===== config.mk =====
export PLATFORM = sky130hd
export DESIGN_NAME = ifu_irq_unit
export DESIGN_NICKNAME = d
export VERILOG_FILES = /design/src/rtl/ifu_pkg.sv /design/src/rtl/ifu_edge_det.sv /design/src/rtl/ifu_flag_reg.sv /design/src/rtl/ifu_enable_reg.sv /design/src/rtl/ifu_irq_unit.sv
export SDC_FILE = /design/constraint.sdc
export NUM_CORES = 1
export LEC_CHECK = 0
export BUFFER_PORTS_ARGS = -buffer_cell sky130_fd_sc_hd__buf_2
export CORE_AREA = 2 2 58 60
export DETAILED_ROUTE_END_ITERATION = 12
export DIE_AREA = 0 0 60 62
export PLACE_DENSITY = 0.86
export SYNTH_ARGS = -nofsm -noshare
export SYNTH_HDL_FRONTEND = slang
export SYNTH_SLANG_ARGS = --single-unit

===== constraint.sdc =====
create_clock -name clk -period 1.5 [get_ports clk]
set_clock_uncertainty 0.1 [all_clocks]
set_input_delay 0.15 -clock clk [delete_from_list [all_inputs] [get_ports clk]]
set_output_delay 0.15 -clock clk [all_outputs]
set_load 0.01 [all_outputs]

===== src/rtl/ifu_pkg.sv =====
package ifu_pkg;
   localparam int unsigned SRC_N   = 7;
   localparam int unsigned LINES_N = 4;

   // flag bit positions (software visible)
   localparam int unsigned FL_A2 = 0;
   localparam int unsigned FL_A1 = 1;
   localparam int unsigned FL_SR = 2;
   localparam int unsigned FL_B2 = 3;
   localparam int unsigned FL_B1 = 4;
   localparam int unsigned FL_T2 = 5;
   localparam int unsigned FL_T1 = 6;

   // control register fields
   localparam int unsigned CB_A1_POL = 0;
   localparam int unsigned CB_A2_POL = 1;
   localparam int unsigned CB_A2_IND = 2;
   localparam int unsigned CB_B1_POL = 4;
   localparam int unsigned CB_B2_POL = 5;
   localparam int unsigned CB_B2_IND = 6;

   // line index on ctl_in
   localparam int unsigned LN_A2 = 0;
   localparam int unsigned LN_A1 = 1;
   localparam int unsigned LN_B2 = 2;
   localparam int unsigned LN_B1 = 3;

   function automatic int unsigned line_pol_bit(input int unsigned ln);
      case (ln)
         LN_A2:   return CB_A2_POL;
         LN_A1:   return CB_A1_POL;
         LN_B2:   return CB_B2_POL;
         default: return CB_B1_POL;
      endcase
   endfunction

   function automatic int unsigned line_flag_bit(input int unsigned ln);
      case (ln)
         LN_A2:   return FL_A2;
         LN_A1:   return FL_A1;
         LN_B2:   return FL_B2;
         default: return FL_B1;
      endcase
   endfunction
endpackage


===== src/rtl/ifu_edge_det.sv =====
module ifu_edge_det #(
   parameter int unsigned SYNC_STAGES = 2
) (
   input  logic clk,
   input  logic rst_n,
   input  logic line_in,
   input  logic rise_sel,
   output logic hit
);
   generate
      if (SYNC_STAGES < 2) begin : g_bad_sync
         $error("ifu_edge_det: SYNC_STAGES must be at least 2");
      end
   endgenerate

   logic [SYNC_STAGES-1:0] sync_q;
   logic                   prev_q;
   logic                   cur;

   assign cur = sync_q[SYNC_STAGES-1];

   always_ff @(posedge clk) begin
      if (!rst_n) begin
         sync_q <= '0;
         prev_q <= 1'b0;
      end else begin
         sync_q <= {sync_q[SYNC_STAGES-2:0], line_in};
         prev_q <= cur;
      end
   end

   always_comb begin
      if (rise_sel) hit = cur & ~prev_q;
      else          hit = ~cur & prev_q;
   end
endmodule


===== src/rtl/ifu_flag_reg.sv =====
module ifu_flag_reg #(
   parameter int unsigned WIDTH = 7
) (
   input  logic             clk,
   input  logic             rst_n,
   input  logic [WIDTH-1:0] set_vec,
   input  logic [WIDTH-1:0] clr_vec,
   output logic [WIDTH-1:0] flags
);
   always_ff @(posedge clk) begin
      if (!rst_n) flags <= '0;
      else        flags <= (flags & ~clr_vec) | set_vec;
   end
endmodule


===== src/rtl/ifu_enable_reg.sv =====
module ifu_enable_reg #(
   parameter int unsigned WIDTH = 7
) (
   input  logic             clk,
   input  logic             rst_n,
   input  logic             wr,
   input  logic [WIDTH:0]   wdata,
   output logic [WIDTH-1:0] ena
);
   always_ff @(posedge clk) begin
      if (!rst_n) begin
         ena <= '0;
      end else if (wr) begin
         if (wdata[WIDTH]) ena <= ena | wdata[WIDTH-1:0];
         else              ena <= ena & ~wdata[WIDTH-1:0];
      end
   end
endmodule


===== src/rtl/ifu_irq_unit.sv =====
module ifu_irq_unit
   import ifu_pkg::*;
#(
   parameter int unsigned    ADDR_W      = 4,
   parameter int unsigned    DATA_W      = 8,
   parameter int unsigned    SYNC_STAGES = 2,
   parameter logic [ADDR_W-1:0] ADDR_CTRL = 'd0,
   parameter logic [ADDR_W-1:0] ADDR_FLAG = 'd1,
   parameter logic [ADDR_W-1:0] ADDR_ENA  = 'd2
) (
   input  logic               clk,
   input  logic               rst_n,
   input  logic               bus_wr,
   input  logic [ADDR_W-1:0]  bus_addr,
   input  logic [DATA_W-1:0]  bus_wdata,
   output logic [DATA_W-1:0]  bus_rdata,
   input  logic [LINES_N-1:0] ctl_in,
   input  logic               sr_req,
   input  logic               t1_expire,
   input  logic               t2_expire,
   input  logic               porta_access,
   input  logic               portb_access,
   input  logic               sr_read,
   output logic               irq
);
   localparam int unsigned NSRC = DATA_W - 1;

   generate
      if (NSRC != SRC_N) begin : g_bad_width
         $error("ifu_irq_unit: DATA_W must be SRC_N + 1");
      end
      if (ADDR_CTRL == ADDR_FLAG || ADDR_CTRL == ADDR_ENA || ADDR_FLAG == ADDR_ENA) begin : g_bad_map
         $error("ifu_irq_unit: register addresses must differ");
      end
   endgenerate

   logic [DATA_W-1:0]  ctrl_q;
   logic [NSRC-1:0]    flag_q;
   logic [NSRC-1:0]    ena_q;
   logic [NSRC-1:0]    set_vec;
   logic [NSRC-1:0]    clr_vec;
   logic [LINES_N-1:0] line_hit;
   logic [LINES_N-1:0] rise_sel;
   logic               wr_ctrl, wr_flag, wr_ena;
   logic               any_pending;

   assign wr_ctrl = bus_wr && (bus_addr == ADDR_CTRL);
   assign wr_flag = bus_wr && (bus_addr == ADDR_FLAG);
   assign wr_ena  = bus_wr && (bus_addr == ADDR_ENA);

   always_ff @(posedge clk) begin
      if (!rst_n)       ctrl_q <= '0;
      else if (wr_ctrl) ctrl_q <= bus_wdata;
   end

   for (genvar g = 0; g < LINES_N; g++) begin : g_line
      assign rise_sel[g] = ctrl_q[line_pol_bit(g)];
      ifu_edge_det #(.SYNC_STAGES(SYNC_STAGES)) u_edge (
         .clk      (clk),
         .rst_n    (rst_n),
         .line_in  (ctl_in[g]),
         .rise_sel (rise_sel[g]),
         .hit      (line_hit[g])
      );
   end

   always_comb begin
      set_vec = '0;
      for (int i = 0; i < LINES_N; i++) begin
         if (line_hit[i]) set_vec[line_flag_bit(i)] = 1'b1;
      end
      set_vec[FL_SR] = sr_req;
      set_vec[FL_T1] = t1_expire;
      set_vec[FL_T2] = t2_expire;
   end

   always_comb begin
      clr_vec = '0;
      if (wr_flag) clr_vec = bus_wdata[NSRC-1:0];
      if (porta_access) begin
         clr_vec[FL_A1] = 1'b1;
         if (!ctrl_q[CB_A2_IND]) clr_vec[FL_A2] = 1'b1;
      end
      if (portb_access) begin
         clr_vec[FL_B1] = 1'b1;
         if (!ctrl_q[CB_B2_IND]) clr_vec[FL_B2] = 1'b1;
      end
      if (sr_read) clr_vec[FL_SR] = 1'b1;
   end

   ifu_flag_reg #(.WIDTH(NSRC)) u_flags (
      .clk     (clk),
      .rst_n   (rst_n),
      .set_vec (set_vec),
      .clr_vec (clr_vec),
      .flags   (flag_q)
   );

   ifu_enable_reg #(.WIDTH(NSRC)) u_ena (
      .clk   (clk),
      .rst_n (rst_n),
      .wr    (wr_ena),
      .wdata (bus_wdata),
      .ena   (ena_q)
   );

   assign any_pending = |(flag_q & ena_q);
   assign irq         = any_pending;

   always_comb begin
      if (bus_addr == ADDR_CTRL)      bus_rdata = ctrl_q;
      else if (bus_addr == ADDR_FLAG) bus_rdata = {any_pending, flag_q};
      else if (bus_addr == ADDR_ENA)  bus_rdata = {1'b1, ena_q};
      else                            bus_rdata = '0;
   end
endmodule


* Word-level counts from Yosys, hierarchy flattened
Cells that the tools add are included.
** Word-level totals
- Bits of input ports :: 25
- Output and inout bits :: 9
- Memories :: 0
- Register bits after elaboration :: 34
- Word-level logic and storage cells :: 86
- Latch bits :: 0
- Memory bits (read-only) :: 0
- RAM bits :: 0
** Operators by class
- Multiplexer cells :: 30
- Reductions and logical operators :: 9
- Equal/unequal tests :: 2
- $mul :: 0
- Div/mod/pow operators :: 0
- Shifts and indexed selects :: 0
- Add/subtract/negate cells :: 0
- Bitwise gates (word level) :: 26
- Magnitude comparators :: 8
** Operator list (count)
- 32-bit by 1-bit greater-or-equal comparator with 1-bit output (second input constant) :: 4
- 32-bit by 4-bit < comparator with 1-bit output (second input constant) :: 4
- 32-bit two-way mux :: 4
- 8-bit two-way mux :: 3
- 7-bit AND :: 3
- 5-bit two-way mux :: 4
- 5-bit OR :: 3
- 7-bit two-way mux :: 2
- 7-bit NOT :: 2
- 7-bit OR :: 2
- 1-bit demux with 3-bit select :: 4
- 1-bit two-way mux :: 11
- 1-bit AND :: 8
- 1-bit NOT :: 8
- 1-bit logical AND :: 7
- 7-bit OR reduction :: 1
- 4-bit by 1-bit equality test with 1-bit output (second input constant) :: 1
- 4-bit by 2-bit equality test with 1-bit output (second input constant) :: 1
- 4-bit zero test :: 1
- 2-bit two-way mux :: 2

* Depth between registers and ports, before layout
Gate-level depths: netlist (run 1).
- Depth in word-level cells :: 16
- Mapped depth :: 5
- Gate-level depth less buffers :: 3

* By module
A second synthesis (run 1) with hierarchy kept.
** Second synthesis, totals
- Cells, all modules :: 175
- Area, all modules :: 1542.7 um^2
** Modules (own cells, without submodules)
- ifu_irq_unit :: seq. area each 160.2 um^2, instances 1, area each 621.8 um^2, cells each 88
- ifu_edge_det :: seq. area each 60.1 um^2, instances 4, area each 102.6 um^2, cells each 9
- ifu_enable_reg :: seq. area each 140.1 um^2, instances 1, area each 274.0 um^2, cells each 30
- ifu_flag_reg :: seq. area each 140.1 um^2, instances 1, area each 236.5 um^2, cells each 21

* Worst setup path before layout (run 1)
OpenSTA, ideal clock, no wires.
- Path type :: input port to flip-flop
- From :: in bus_addr[2]
- To :: reg ctrl_q[7]
- Stages :: 5
- Setup time :: 72 ps
- Arrival time :: 1046 ps
- Path buffers :: 2
- Path slack :: 282 ps
- Data required time :: 1328 ps
- Cell sequence :: buf_4 > nor3b_4 > nor3b_2 > buf_6 > mux2i_1
** Between the ends
- Word-level cells in the longest chain between the ends :: 2
** RTL lines
- start, declared :: RTL line ifu_irq_unit.sv:14 : input logic [ADDR_W-1:0] bus_addr,
- 4-bit zero test :: RTL line ifu_irq_unit.sv:47 : assign wr_ctrl = bus_wr && (bus_addr == ADDR_CTRL);
- 1-bit logical AND :: RTL line ifu_irq_unit.sv:47
- end signal, assigned :: RTL line ifu_irq_unit.sv:53 : else if (wr_ctrl) ctrl_q <= bus_wdata;
- end, declared :: RTL line ifu_irq_unit.sv:37 : logic [DATA_W-1:0] ctrl_q;
Every way passes these cells.
A chain may end at the register's enable or synchronous reset.

==> results.cfg, run 1 <==
[clock_tree]
numClockSinks = 34
clkLatencyLatePin_ns = 0.34
cts.htree.levels = 2
cts_tree = done
ctsLongestPathBuffers = 2
numCtsBuffers = 5
worst_setup_hold_path_clk_slew_ns = 0.11
cts_root_buf = clkbuf_4

[yosys]
synth-edff-count = 0
syn_avg_cell_area_um2 = 9.40
synthesis.area_um2 = 1580
synth_sequential_area_ratio_pct = 43.1
synth_seq_cells = 34
synth_area_leaders = dfxtp_1 (43%), mux2i_1 (14%), nand2_1 (5.7%)
synth_top_area_share_pct = 43.1
synth-warning-count = 0
async_flop_share_pct = 0
netlist_instances = 168
dominant_cell_by_count_in_the_synthesized_netlist = dfxtp_1
synthDominantAreaCellType = dfxtp_1
synth_ff_type = dfxtp_1
netlist_top_cells_count = dfxtp_1 (34), nand2_1 (24), mux2i_1 (22), and2_1 (12)
synthesis.nets = 193
yosysUniqueCellTypes = 30

[placement]
buffer_ports.inserted = 33
dpl.hpwl_um = 2510
gp_congestion = 0.823

[grt]
gr_met1_demand_resource_pct = 24.6
global_route.overflow_total = 0
grt_usage_pct = 22.4
grt_busiest_layer = met2
grt_pass1_wl_um = 6090
grt_antenna_before_repair = 0
vias_in_the_first_global_route = 1340
globalRouteMet3Util_pct = 5.38
grt_max_degree = 23
groute.layer.met2.usage_pct = 39.1

[floorplan]
initial_utilization_pct = 49.7
die_width_um = 60
floorplan.io_pins = 34
floorplan.rows = 21
floorplan.die.height_um = 62
core_area_um2 = 3180
die-area_um2 = 3720

[run_status]
violations = setup timing
result_of_the_run = finished, violations left

[critical_path]
reg2reg_setup_slack_ns = 0.10
worstSetupPathType = reg -> out
cp.arrival_ns = 1.37
worst_ep_required_time_ns = 1.25
cp_slowest_stage_delay_ns = 0.34
rr_worst_depth = 4
worst_setup_path_start_kind = flop
slowest_stage = dfxtp_2
timing.critical_path.depth = 4
critical_path.endpoint_type = output port
crit_path_cell_trace = a22o_1, a221oi_2, a31oi_1, buf_2
crit-reg2reg-capture = u_flags.flags[5]
worst_r2r_startpoint = u_flags.flags[5]
critPathMaxFanout = 2
critPathTopFamily = compound AO/OA/AOI/OAI gates
timing.critical_path.buf_inv = 1

[drt]
drt_drc_violations_left = 0
post_drt_via_cell_ratio = 5.44
vias = 1446
route.final.wire_length_um = 3740
dr_iter_0_viols = 119
detail_route.first_pass.iterations = 4
ant_nets = 0
post_drt_wl_per_cell_um = 14.1

[worst_hold_path]
holdPathStages = 2
critical_hold_path_startpoint = rst_n
hold_path_class = in -> reg
hold_path_end = u_flags.flags[4]

[timing]
final-setup-viol-count = 4
final.min_clock_period_ns = 1.62
fin_hold_ws_ns = 0.0523
fin_ws_ns = -0.115
hold_viol_final = 0
worst_slew_margin_relative_to_its_limit_pct = 76.4
fmax_mhz = 619
grt_setup_unrepaired = true
slew_viol_final = 0
final.period_utilization_pct = 108
worstMarginPinSlew_ns = 0.354
setup_total_negative_slack_ns = -0.282

[final_layout]
post_route_cells_drive_above_1_share_pct = 30.9
multiInputGateArea_um2 = 823
antenna_cells_inserted = 0
fillerInstances = 258
sequential_cell_area_um2 = 696
area_growth_syn_to_layout_pct = 29.7
finish.net_count = 244

[power]
cellLeakagePower_nw = 0.916
power-per-cell-area_nw_per_um2 = 824
max-vdd-ir-drop_mv = 0.413

[run]
timing.max_cap.violations = 0
worst max path at each step:
stage          slack [ns]              from           end
2_1_floorplan        0.28       bus_addr[2]     ctrl_q[7]
3_5_place_dp         0.16  u_flags.flags[5]  bus_rdata[7]
4_1_cts             -0.12              flop  bus_rdata[7]
3_3_place_gp         0.18              flop  bus_rdata[7]
6_report            -0.12              flop  bus_rdata[7]
5_1_grt             -0.22              flop  bus_rdata[7]
worst register-to-register path, cell delays in order (launching register included):
cell	delay, ns
dfxtp_2	0.35
buf_6	0.11
o21ai_1	0.13
a41oi_1	0.05
dlygate4sd3_1	0.56
through the flow:
stage | instance area (µm²) | setup slack [ns] | util (%) | power, mW | cells
2_1_floorplan | 1580 | 0.282 | - | 1.07 | 168
3_3_place_gp | 1780 | 0.180 | 55.8 | 1.12 | 241
3_5_place_dp | 1780 | 0.157 | 55.8 | 1.13 | 241
4_1_cts | 2020 | -0.117 | 63.5 | 1.68 | 266
5_1_grt | 2050 | -0.218 | 64.4 | 1.77 | 266
6_report | 2050 | -0.115 | 64.4 | 1.69 | 266
where the power goes:
| group | total (mW) | switching, mW | internal [mW] |
|---|---|---|---|
| combinational | 0.209 | 0.101 | 0.108 |
| sequential | 0.946 | 0.0167 | 0.929 |
| clock | 0.532 | 0.307 | 0.225 |
layout make-up:
| class | count | share of cell area (%) |
|---|---|---|
| Sequential cell | 34 | 34.0 |
| Timing Repair Buffer | 56 | 18.6 |
| Multi-Input combinational cell | 115 | 40.2 |
| Inverter | 7 | 1.28 |
| Clock inverter | 2 | 0.611 |
| Clock buffer | 6 | 2.50 |
| Tap cell | 46 | 2.81 |
per-layer routing:
metal	wire length [µm]	part of all wire, %
met1	1550	41
met2	1930	52
met3	203	5.4
met4	61	1.6
met5	0	0
cells by family after synthesis:
logic type | Yosys count | share of synthesized area [%]
buffers and inverters | 19 | 6.18
multiplexers | 22 | 13.9
flip-flops | 34 | 43.1
AO/OA/AOI/OAI | 29 | 14.2
AND/OR/NAND/NOR | 64 | 22.6
layout by cell type, fill, tap and decap left out, types with 2 or more instances in the layout:
master	n
nor2b_1	2
nand2_1	24
and3_1	2
nand3_1	7
inv_1	7
nor3b_1	4
and3b_1	4
o31a_1	2
o21ai_0	5
dlygate4sd3_1	13
a311oi_1	2
a2bb2oi_1	6
mux2i_1	21
dfxtp_2	12
buf_4	9
a41oi_1	2
nor3_1	7
o211ai_1	2
dfxtp_1	22
buf_2	32
clkbuf_4	5
and2_1	12
repair_timing:
action | CTS | global route
setup endpoints to repair | 4 | 11
pin swaps | 3 | 3
buffers inserted | 2 | 2
hold buffers | 15 | 0
gates resized for setup | 5 | 14
endpoints found under the hold margin | 14 | 0
Note: power is estimated with default switching activity, not from simulation.
==> run 2, diff against run 1 <==
- CTS_CLUSTER_DIAMETER: not set -> 60
- PLACE_DENSITY: 0.86 -> 0.79
==> run 2 against run 1 <==
Net effect:
- the run still ends with setup timing left
- utilization increased by 0.91 points
- wire length grew 0.88%
- sequential cell count unchanged
- largest power group unchanged
- critical path depth shrank 1
- design area grew 1.4%
- first-iteration DRC count down 17%
- critical endpoint unchanged
- count of clock-buffer cells in the layout increased by 1
- worst hold slack got worse by 0.032 ns
- fmax fell by 3.9%
==> results.cfg, run 2 (synthesis results as in run 1) <==
[run_status]
result_of_the_run = finished, violations left
violations = setup timing

[clock_tree]
cts_tree = done
numCtsBuffers = 5
cts.htree.levels = 2
worst_setup_hold_path_clk_slew_ns = 0.10
cts_root_buf = clkbuf_4
numClockSinks = 34
ctsLongestPathBuffers = 2
clkLatencyLatePin_ns = 0.33

[floorplan]
floorplan.rows = 21
core_area_um2 = 3180
floorplan.die.height_um = 62
initial_utilization_pct = 49.7
die_width_um = 60
floorplan.io_pins = 34
die-area_um2 = 3720

[drt]
drt_drc_violations_left = 0
detail_route.first_pass.iterations = 4
post_drt_wl_per_cell_um = 14.1
route.final.wire_length_um = 3770
vias = 1448
ant_nets = 0
dr_iter_0_viols = 99
post_drt_via_cell_ratio = 5.42

[critical_path]
rr_worst_depth = 3
cp.arrival_ns = 1.43
crit_path_cell_trace = a222oi_1, a31oi_1, buf_2
slowest_stage = a222oi_1
worst_setup_path_start_kind = flop
worstSetupPathType = reg -> out
critical_path.endpoint_type = output port
critPathMaxFanout = 2
worst_ep_required_time_ns = 1.25
cp_slowest_stage_delay_ns = 0.47

[grt]
grt_max_degree = 40
grt_usage_pct = 21.6
groute.layer.met2.usage_pct = 34.9
globalRouteMet3Util_pct = 3.93
gr_met1_demand_resource_pct = 27.5
global_route.overflow_total = 0
grt_busiest_layer = met2
vias_in_the_first_global_route = 1356
grt_antenna_before_repair = 0
grt_pass1_wl_um = 6010

[timing]
fin_ws_ns = -0.182
worstMarginPinSlew_ns = 0.455
final.min_clock_period_ns = 1.68
hold_viol_final = 0
fmax_mhz = 595
worst_slew_margin_relative_to_its_limit_pct = 69.7
setup_total_negative_slack_ns = -0.379
final.period_utilization_pct = 112
final-setup-viol-count = 3
slew_viol_final = 0
grt_setup_unrepaired = true

[final_layout]
stdcell_area_um2 = 2080
finish.net_count = 245
antenna_cells_inserted = 0
post_layout_cell_count = 267
post_route_cells_drive_above_1_share_pct = 31.2
layout_commonest_cell = buf_2
area_growth_syn_to_layout_pct = 31.5
layout.cells.most_common_list = buf_2 (33), nand2_1 (24), mux2i_1 (21), dfxtp_1 (21), dlygate4sd3_1 (14)

[placement]
dpl.hpwl_um = 2400
post-place-cells = 241
buffer_ports.inserted = 33
detailed_place.area_um2 = 1800
gp_congestion = 0.833
dp_slack_ns = 0.146

[run]
timing.max_cap.violations = 0

[power]
power-per-cell-area_nw_per_um2 = 808
max-vdd-ir-drop_mv = 0.549
cellLeakagePower_nw = 0.922

[worst_hold_path]
hold_path_class = in -> reg
holdPathStages = 3
-- run 2: area by class of cell --
| type | count | area (µm²) |
|---|---|---|
| clock inverter | 1 | 5.00 |
| sequential | 34 | 702 |
| fill | 264 | 1100 |
| multi-input combinational | 115 | 822 |
| inverter | 7 | 26.3 |
| clock buffer | 7 | 55.1 |
| timing repair buffer | 57 | 409 |
| tap | 46 | 57.6 |
-- run 2: per-layer routing --
metal | vias to the layer above | share of wire (%)
li1 | 701 | -
met1 | 683 | 47
met3 | 14 | 3.9
met2 | 50 | 46
met5 | - | 0
met4 | 0 | 3.2
-- run 2: path summary, 6_finish.rpt --
check,slack (ns),to,start
worst min register to register,0.34,g_line[2].u_edge.sync_q[1],g_line[2].u_edge.sync_q[0]
worst max-delay path,-0.18,bus_rdata[7],flop
worst max register to register,0.12,u_flags.flags[6],u_flags.flags[6]
worst min-delay path,0.02,u_flags.flags[2],sr_read
-- run 2: per-stage QoR --
stage	util (%)	total power [mW]	hold slack, ns
after floorplan	-	1.07	0.171
after global placement	56.6	1.13	0.249
after detailed placement	56.6	1.14	0.255
after CTS	63.8	1.69	0.0138
after global routing	65.3	1.76	0.0309
final	65.3	1.68	0.0199
-- run 2: where the power goes --
group | total (mW) | internal, mW | switching [mW]
combinational | 0.215 | 0.111 | 0.105
sequential | 0.942 | 0.926 | 0.0158
clock | 0.521 | 0.227 | 0.294
-- run 2: timing repair --
item | 4_1_cts | 5_1_grt
hold buffers | 14 | 0
pin swaps | 2 | 1
gates resized for setup | 7 | 13
endpoints found under the setup margin | 5 | 9
hold endpoints to repair | 14 | 0
setup buffers | 2 | 2
-- run 2: worst max-delay path: cells and delay by family (launching register included) --
family | cells | cell delay [ns]
flip-flops | 1 | 0.34
AO/OA/AOI/OAI | 2 | 0.61
buffers and inverters | 1 | 0.16
